[config.mk]
export PLATFORM = sky130hd
export DESIGN_NAME = glitch_filter
export DESIGN_NICKNAME = d
export VERILOG_FILES = /design/src/rtl/gf_pkg.sv /design/src/rtl/gf_prescale.sv /design/src/rtl/gf_agree.sv /design/src/rtl/glitch_filter.sv
export SDC_FILE = /design/constraint.sdc
export NUM_CORES = 1
export LEC_CHECK = 0
export BUFFER_PORTS_ARGS = -buffer_cell sky130_fd_sc_hd__buf_2
export CAP_MARGIN = 20
export CORE_MARGIN = 8
export CORE_UTILIZATION = 45
export DETAILED_ROUTE_END_ITERATION = 16
export PLACE_DENSITY_LB_ADDON = 0.3
export SYNTH_ARGS = -nofsm -noshare
export SYNTH_HDL_FRONTEND = slang
export SYNTH_SLANG_ARGS = --single-unit
[constraint.sdc]
create_clock -name clk -period 3.15 [get_ports clk]
set_clock_uncertainty 0.05 [all_clocks]
set_input_delay 0.63 -clock clk [delete_from_list [all_inputs] [get_ports clk]]
set_output_delay 0.63 -clock clk [all_outputs]
set_load 0.05 [all_outputs]
[src/rtl/gf_pkg.sv]
package gf_pkg;
    localparam int PER_W    = 8;
    localparam int CNT_W    = 3;
    localparam int CNT_BASE = 3;
    localparam int AGR_W    = $clog2((1 << CNT_W) + CNT_BASE);

    typedef struct packed {
        logic             in;
        logic             filt;
        logic             out;
        logic [PER_W-1:0] per;
        logic [CNT_W-1:0] code;
    } gf_state_t;
endpackage

[src/rtl/gf_prescale.sv]
module gf_prescale #(
    parameter int PER_W = 8
) (
    input  logic             clk,
    input  logic             rst_n,
    input  logic             clear,
    input  logic [PER_W-1:0] period,
    output logic             tick
);
    logic [PER_W-1:0] presc_d, presc_q;

    always_comb begin
        presc_d = presc_q;
        tick    = 1'b0;
        if (clear) begin
            presc_d = '0;
        end else if (presc_q == period - PER_W'(1)) begin
            presc_d = '0;
            tick    = 1'b1;
        end else begin
            presc_d = presc_q + PER_W'(1);
        end
    end

    always_ff @(posedge clk or negedge rst_n) begin
        if (!rst_n) presc_q <= '0;
        else        presc_q <= presc_d;
    end

    // the prescaler never runs past the programmed period once it is stable
    assert_presc_bound_R2: assert property (@(posedge clk) disable iff (!rst_n)
        ($stable(period) && period != '0) |-> (presc_q < period));
endmodule

[src/rtl/gf_agree.sv]
module gf_agree #(
    parameter int AGR_W = 4
) (
    input  logic             clk,
    input  logic             rst_n,
    input  logic             clear,
    input  logic             tick,
    input  logic [AGR_W-1:0] need,
    output logic             done
);
    logic [AGR_W-1:0] agree_d, agree_q;

    always_comb begin
        agree_d = agree_q;
        done    = 1'b0;
        if (clear) begin
            agree_d = '0;
        end else if (tick) begin
            if (agree_q == need - AGR_W'(1)) begin
                done    = 1'b1;
                agree_d = '0;
            end else begin
                agree_d = agree_q + AGR_W'(1);
            end
        end
    end

    always_ff @(posedge clk or negedge rst_n) begin
        if (!rst_n) agree_q <= '0;
        else        agree_q <= agree_d;
    end

    // progress stays below the required sample count
    assert_agree_bound_R1: assert property (@(posedge clk) disable iff (!rst_n)
        ($stable(need) && need != '0) |-> (agree_q < need));
endmodule

[src/rtl/glitch_filter.sv]
module glitch_filter
    import gf_pkg::*;
#(
    parameter int P_W    = PER_W,
    parameter int C_W    = CNT_W,
    parameter int C_BASE = CNT_BASE
) (
    input  logic           clk,
    input  logic           rst_n,
    input  logic           sig_in,
    input  logic [P_W-1:0] period_i,
    input  logic [C_W-1:0] cnt_code_i,
    output logic           sig_out
);
    localparam int A_W = $clog2((1 << C_W) + C_BASE);

    typedef struct packed {
        logic           in;
        logic           filt;
        logic           out;
        logic [P_W-1:0] per;
        logic [C_W-1:0] code;
    } st_t;

    st_t st_d, st_q;

    logic           bypass;
    logic           cfg_chg;
    logic           clr;
    logic           tick;
    logic           done;
    logic [A_W-1:0] need;

    assign bypass  = (period_i == '0);
    assign cfg_chg = (period_i != st_q.per) || (cnt_code_i != st_q.code);
    assign clr     = bypass || cfg_chg || (st_q.in == st_q.filt);
    assign need    = A_W'(cnt_code_i) + A_W'(C_BASE);

    gf_prescale #(.PER_W(P_W)) i_presc (
        .clk    (clk),
        .rst_n  (rst_n),
        .clear  (clr),
        .period (period_i),
        .tick   (tick)
    );

    gf_agree #(.AGR_W(A_W)) i_agree (
        .clk    (clk),
        .rst_n  (rst_n),
        .clear  (clr),
        .tick   (tick),
        .need   (need),
        .done   (done)
    );

    always_comb begin
        st_d      = st_q;
        st_d.in   = sig_in;
        st_d.per  = period_i;
        st_d.code = cnt_code_i;
        st_d.out  = st_q.filt;
        if (bypass)    st_d.filt = st_q.in;
        else if (done) st_d.filt = ~st_q.filt;
    end

    always_ff @(posedge clk or negedge rst_n) begin
        if (!rst_n) st_q <= '0;
        else        st_q <= st_d;
    end

    assign sig_out = bypass ? sig_in : st_q.out;

    // a sample tick only occurs while the input disagrees with the level
    assert_tick_disagree_R6: assert property (@(posedge clk) disable iff (!rst_n)
        tick |-> (st_q.in != st_q.filt));

    // the filtered level only moves toward a differing registered input
    assert_move_toward_input_R5: assert property (@(posedge clk) disable iff (!rst_n)
        (st_q.filt != $past(st_q.filt)) |-> ($past(st_q.in) != $past(st_q.filt)));

    // no completion in a cycle where the configuration has just moved
    assert_no_done_on_cfg_R8: assert property (@(posedge clk) disable iff (!rst_n)
        cfg_chg |-> !done);
endmodule

==> Word level (Yosys, flattened, before mapping) <==
Cells that the tools add are included.
{ "op_classes": {"n_mux": 13, "n_bitwise": 1, "addsub": 5, "n_eq_ne": 5, "reduce_logical": 6} }
{ "op_table": {"columns": ["op", "count"], "rows": [
  ["$mux 8", 2],
  ["$mux 4", 3],
  ["$add 8x1->8 const B", 1],
  ["$eq 8x8->1", 1],
  ["$logic_not 8->1", 1],
  ["$mux 1", 8],
  ["$ne 8x8->1", 1],
  ["$sub 8x1->8 const B", 1],
  ["$add 3x2->4 const B", 1],
  ["$add 4x1->4 const B", 1],
  ["$eq 4x4->1", 1],
  ["$reduce_bool 2->1", 2],
  ["$sub 4x1->4 const B", 1],
  ["$logic_or 1x1->1", 3],
  ["$ne 3x3->1", 1],
  ["$eq 1x1->1", 1],
  ["$not 1->1", 1]
]} }
{ "word_totals": {"input_bits": 14, "out_inout_bits": 1, "register_bits": 26} }

==> Depth between registers and ports, before layout <==
{ "logic_depth": {"ltp_word": 9, "ltp_mapped": 9, "ltp_nobuf": 7} }

==> Cells and area by module <==
A second synthesis with hierarchy kept.
{ "hier_totals": {"hier_cells": 149, "hier_area_um2": 1552.7} }
{ "by_module_without_submodules": {"columns": ["module", "instances", "cells_each", "area_each_um2"], "rows": [
  ["gf_prescale", 1, 76, 674.4],
  ["glitch_filter", 1, 42, 568.0],
  ["gf_agree", 1, 31, 310.3]
]} }

==> Worst setup path before layout <==
No wires, ideal clock.
{ "synth_timing": {"path_kind": "input -> register", "from": "in period_i[2]", "to": "reg i_agree.agree_q[3]", "setup_time_ns": 0.079, "slack_ns": 0.143, "n_path_buf": 1, "stages": 7, "t_arrival_ns": 2.878, "required_ns": 3.021, "path_cell_list": "buf_6 -> or3_4 -> or4b_4 -> a2111oi_4 -> o2111ai_4 -> or4_1 -> a21oi_1"} }
{ "synth_via": {"elab_chain_cells": 6, "word_cells_on_any_way": 11, "cone_classes": "add/sub: 1; eq/ne: 2; mux: 3; reduce/logical: 5"} }
{ "synth_lines": {"columns": ["element", "line", "rtl"], "rows": [
  ["start, declared", "glitch_filter.sv:11", "input logic [P_W-1:0] period_i,"],
  ["branches (longest 6 deep; another with $sub 8x1->8)", null, null],
  ["end signal, assigned", "gf_agree.sv:30", "else agree_q <= agree_d;"],
  ["end, declared", "gf_agree.sv:11", "logic [AGR_W-1:0] agree_d, agree_q;"]
]} }
Several ways; the timed one is not identified.
A chain may end at the register's enable or synchronous reset.

==> Final worst setup path <==
Same ends and word-level chain as after synthesis.

==> impl_metrics.py <==
metrics = {
    "grt": {
        "grt_pass1_vias": 1052,
        "antenna_found_initial": 0,
        "grt_usage_pct": 11.50,
        "grt_overflow_total": 0,
        "grt_first_pass_wirelength_um": 4926,
        "grt_max_degree": 27,
    },
    "clock_network": {
        "cts.clk_slew.worst_paths_ns": 0.14,
        "cts_max_level": 1,
        "cts_tree": "yes",
        "cts_resized": 0,
        "cts_hold_buf": 0,
        "cts_root_buf": "clkbuf_4",
        "postCtsSetupBuffers": 0,
        "clockBufferDepth": 2,
        "insertion_delay_ns": 0.31,
        "cts_buffers": 3,
        "cts_sinks": 26,
    },
    "setup_path": {
        "critPathKind": "input port to flop",
        "cp_slowest_stage_delay_ns": 0.53,
        "end_kind": "flop",
        "worstPathRequired_ns": 3.34,
        "start_kind": "input port",
        "crit_path_cell_trace": "buf_2 > or3_4 > or4b_4 > a2111oi_4 > o2111ai_4 > or4_1 > a21oi_1",
        "cp.arrival_ns": 2.94,
        "crit_slowest_cell": "or4b_4",
        "rr_worst_depth": 6,
        "path_max_fanout": 8,
    },
    "place": {
        "portBuffers": 14,
        "dp_cells": 201,
        "place_ws_ns": 0.07818,
        "gp_congestion": 0.8081,
        "dp_hpwl_um": 2253,
        "dpl_cell_area_um2": 1628,
    },
    "sta": {
        "min_period_over_period_pct": 87.33,
        "setup_violations": 0,
        "slew_viol_final": 0,
        "setup_slack_ns": 0.3990,
        "max_freq_ghz": 0.3635,
        "fin_setup_tns_ns": 0,
        "slew_headroom_pct": 61.10,
        "rsz0062_at_grt": "no",
        "period_minus_slack_ns": 2.751,
        "worstMarginPinSlew_ns": 0.5835,
        "finalHoldViolCount": 0,
    },
    "drt": {
        "antenna_left": 0,
        "vias": 1069,
        "drt_first_pass_iters": 4,
        "drt_wl_total_um": 2871,
        "drc": 0,
        "wire_per_inst_um": 14.00,
        "drt_iter0_drc": 54,
        "vias_per_cell": 5.215,
    },
    "outcome": {
        "status": "finished clean",
    },
    "layout": {
        "syn_to_final_growth_pct": 12.05,
        "finalInstanceArea_um2": 1664,
        "layout-drive-gt1-share_pct": 18.87,
        "layout_commonest_cell": "dfrtp_1",
        "final_cell_mix": "dfrtp_1, xor2_1, buf_2, nor2_1, xnor2_1",
        "stdcell_count": 205,
        "nNetsFinal": 179,
        "fillCellCount": 320,
        "antenna_cells": 0,
    },
    "floorplanning": {
        "core_area_um2": 3258,
        "initial_core_util_pct": 45.58,
        "die-area_um2": 5395,
        "die_w_um": 73.45,
        "row_count": 21,
        "die_y_um": 73.45,
        "pin_count": 15,
    },
    "flow_run": {
        "drv_cap": 0,
    },
    "logic_synthesis": {
        "synthAdderAreaFrac_pct": 4.212,
        "yosysSeqAreaShare_pct": 43.81,
        "synth_nets": 159,
        "synth_cell_type_count": 37,
        "syn_area_um2": 1485,
        "synth-simple-area-share_pct": 20.30,
        "synth_compound_area_share_pct": 9.941,
        "syn_area_per_cell_um2": 10.61,
        "synth_xor_area_share_pct": 17.69,
        "synth_top_family_by_area": "simple AND/OR/NAND/NOR gates",
        "syn_inst": 140,
        "synth.ff_latch_count": 26,
        "synthMuxAreaShare_pct": 1.516,
        "synth_warnings": 0,
    },
    "power_and_ir_drop": {
        "p_leak_nw": 0.7072,
        "p_per_area_nw_per_um2": 353.5,
        "ir_worst_vdd_mv": 0.1735,
    },
    "min_path": {
        "worstHoldPathType": "input port to asynchronous set/reset pin",
    },
}
==> per-stage QoR <==
step	util, %	total power [mW]	hold WS, ns
finish	51.08	0.5883	0.2388
global placement	49.96	0.4268	0.3831
CTS	51.08	0.5941	0.2492
detailed placement	49.96	0.4300	0.4039
floorplan	-	0.3954	0.2844
global route	51.08	0.6169	0.2729
==> cells in the mapped netlist (all sizes together) <==
master	number	area share (%)
clkbuf	3	0.76
or2b	1	0.51
a21oi	6	2.0
xnor2	12	7.1
o41ai	1	0.59
or4	1	0.51
nor4	7	2.9
nor3	2	0.67
and3b	1	0.59
inv	4	1.0
and4	1	0.59
or3b	1	0.59
a311oi	1	0.59
or3	3	1.6
nand4b	1	0.59
and3	3	1.3
o2111ai	1	1.8
ha	5	4.2
o21ai	3	1.0
dfrtp	26	44
nand2	4	1.0
nand2b	1	0.42
a41oi	1	0.59
nor2	13	3.3
nand3	7	2.4
and2b	1	0.51
o211a	1	0.67
mux2	2	1.5
or4b	2	1.6
xor2	18	11
a2111oi	1	1.9
a31oi	2	0.84
buf	1	0.76
nor2b	2	0.84
nand4	1	0.42
==> kinds of logic (layout without fill, tap and decap cells) <==
family          after synthesis  count (layout)
buf+inv                       8              27
mux                           2               2
compound gates               17              17
simple gates                 52              52
fa+ha+maj                     5               5
xor+xnor                     30              30
flops                        26              26
==> where the power goes <==
part           switching (mW)  internal, mW
Combinational          0.0461        0.0313
Clock                  0.0951        0.0705
Sequential            0.00378         0.342
Total                   0.145         0.443
==> final cells by class <==
cell class,count,area [um^2],area share (%)
well taps,46,57.56,3.459
multi-input cells,106,797.0,47.89
flip-flops and latches,26,650.6,39.10
clock buffers,4,36.28,2.180
repair buffers,19,107.6,6.466
inverters,4,15.01,0.9023
==> flip-flops by register name (all words and copies together), names as in the netlist <==
signal	count
i_agree.agree_q	4
st_d	1
i_presc.presc_q	8
st_q	13
==> critical path: cells and delay by family <==
kind,cells,cell delay [ns]
AO/OA/AOI/OAI,3,0.75
AND/OR/NAND/NOR,3,1.45
buffers and inverters,1,0.10
==> worst paths after layout <==
path	startpoint	end	slack, ns
hold reg to reg	st_d[11]	st_q[11]	0.42
hold / removal	rst_n	st_q[8]	0.24
max in group asynchronous	rst_n	i_presc.presc_q[0]	2.42
min in group clk	sig_in	st_q[13]	0.38
setup / recovery	period_i[2]	i_agree.agree_q[3]	0.40
setup reg to reg	i_presc.presc_q[7]	i_agree.agree_q[3]	0.63
==> routing by layer <==
metal  vias up  part of all wire (%)  GRT usage (%)
li1        531                     -              -
met5         -                     0              0
met3         2                   3.2          2.046
met2         6                    50          19.09
met4         0                  0.77          4.213
met1       530                    46          14.35
No activity file was read; power rests on OpenSTA's default activity.
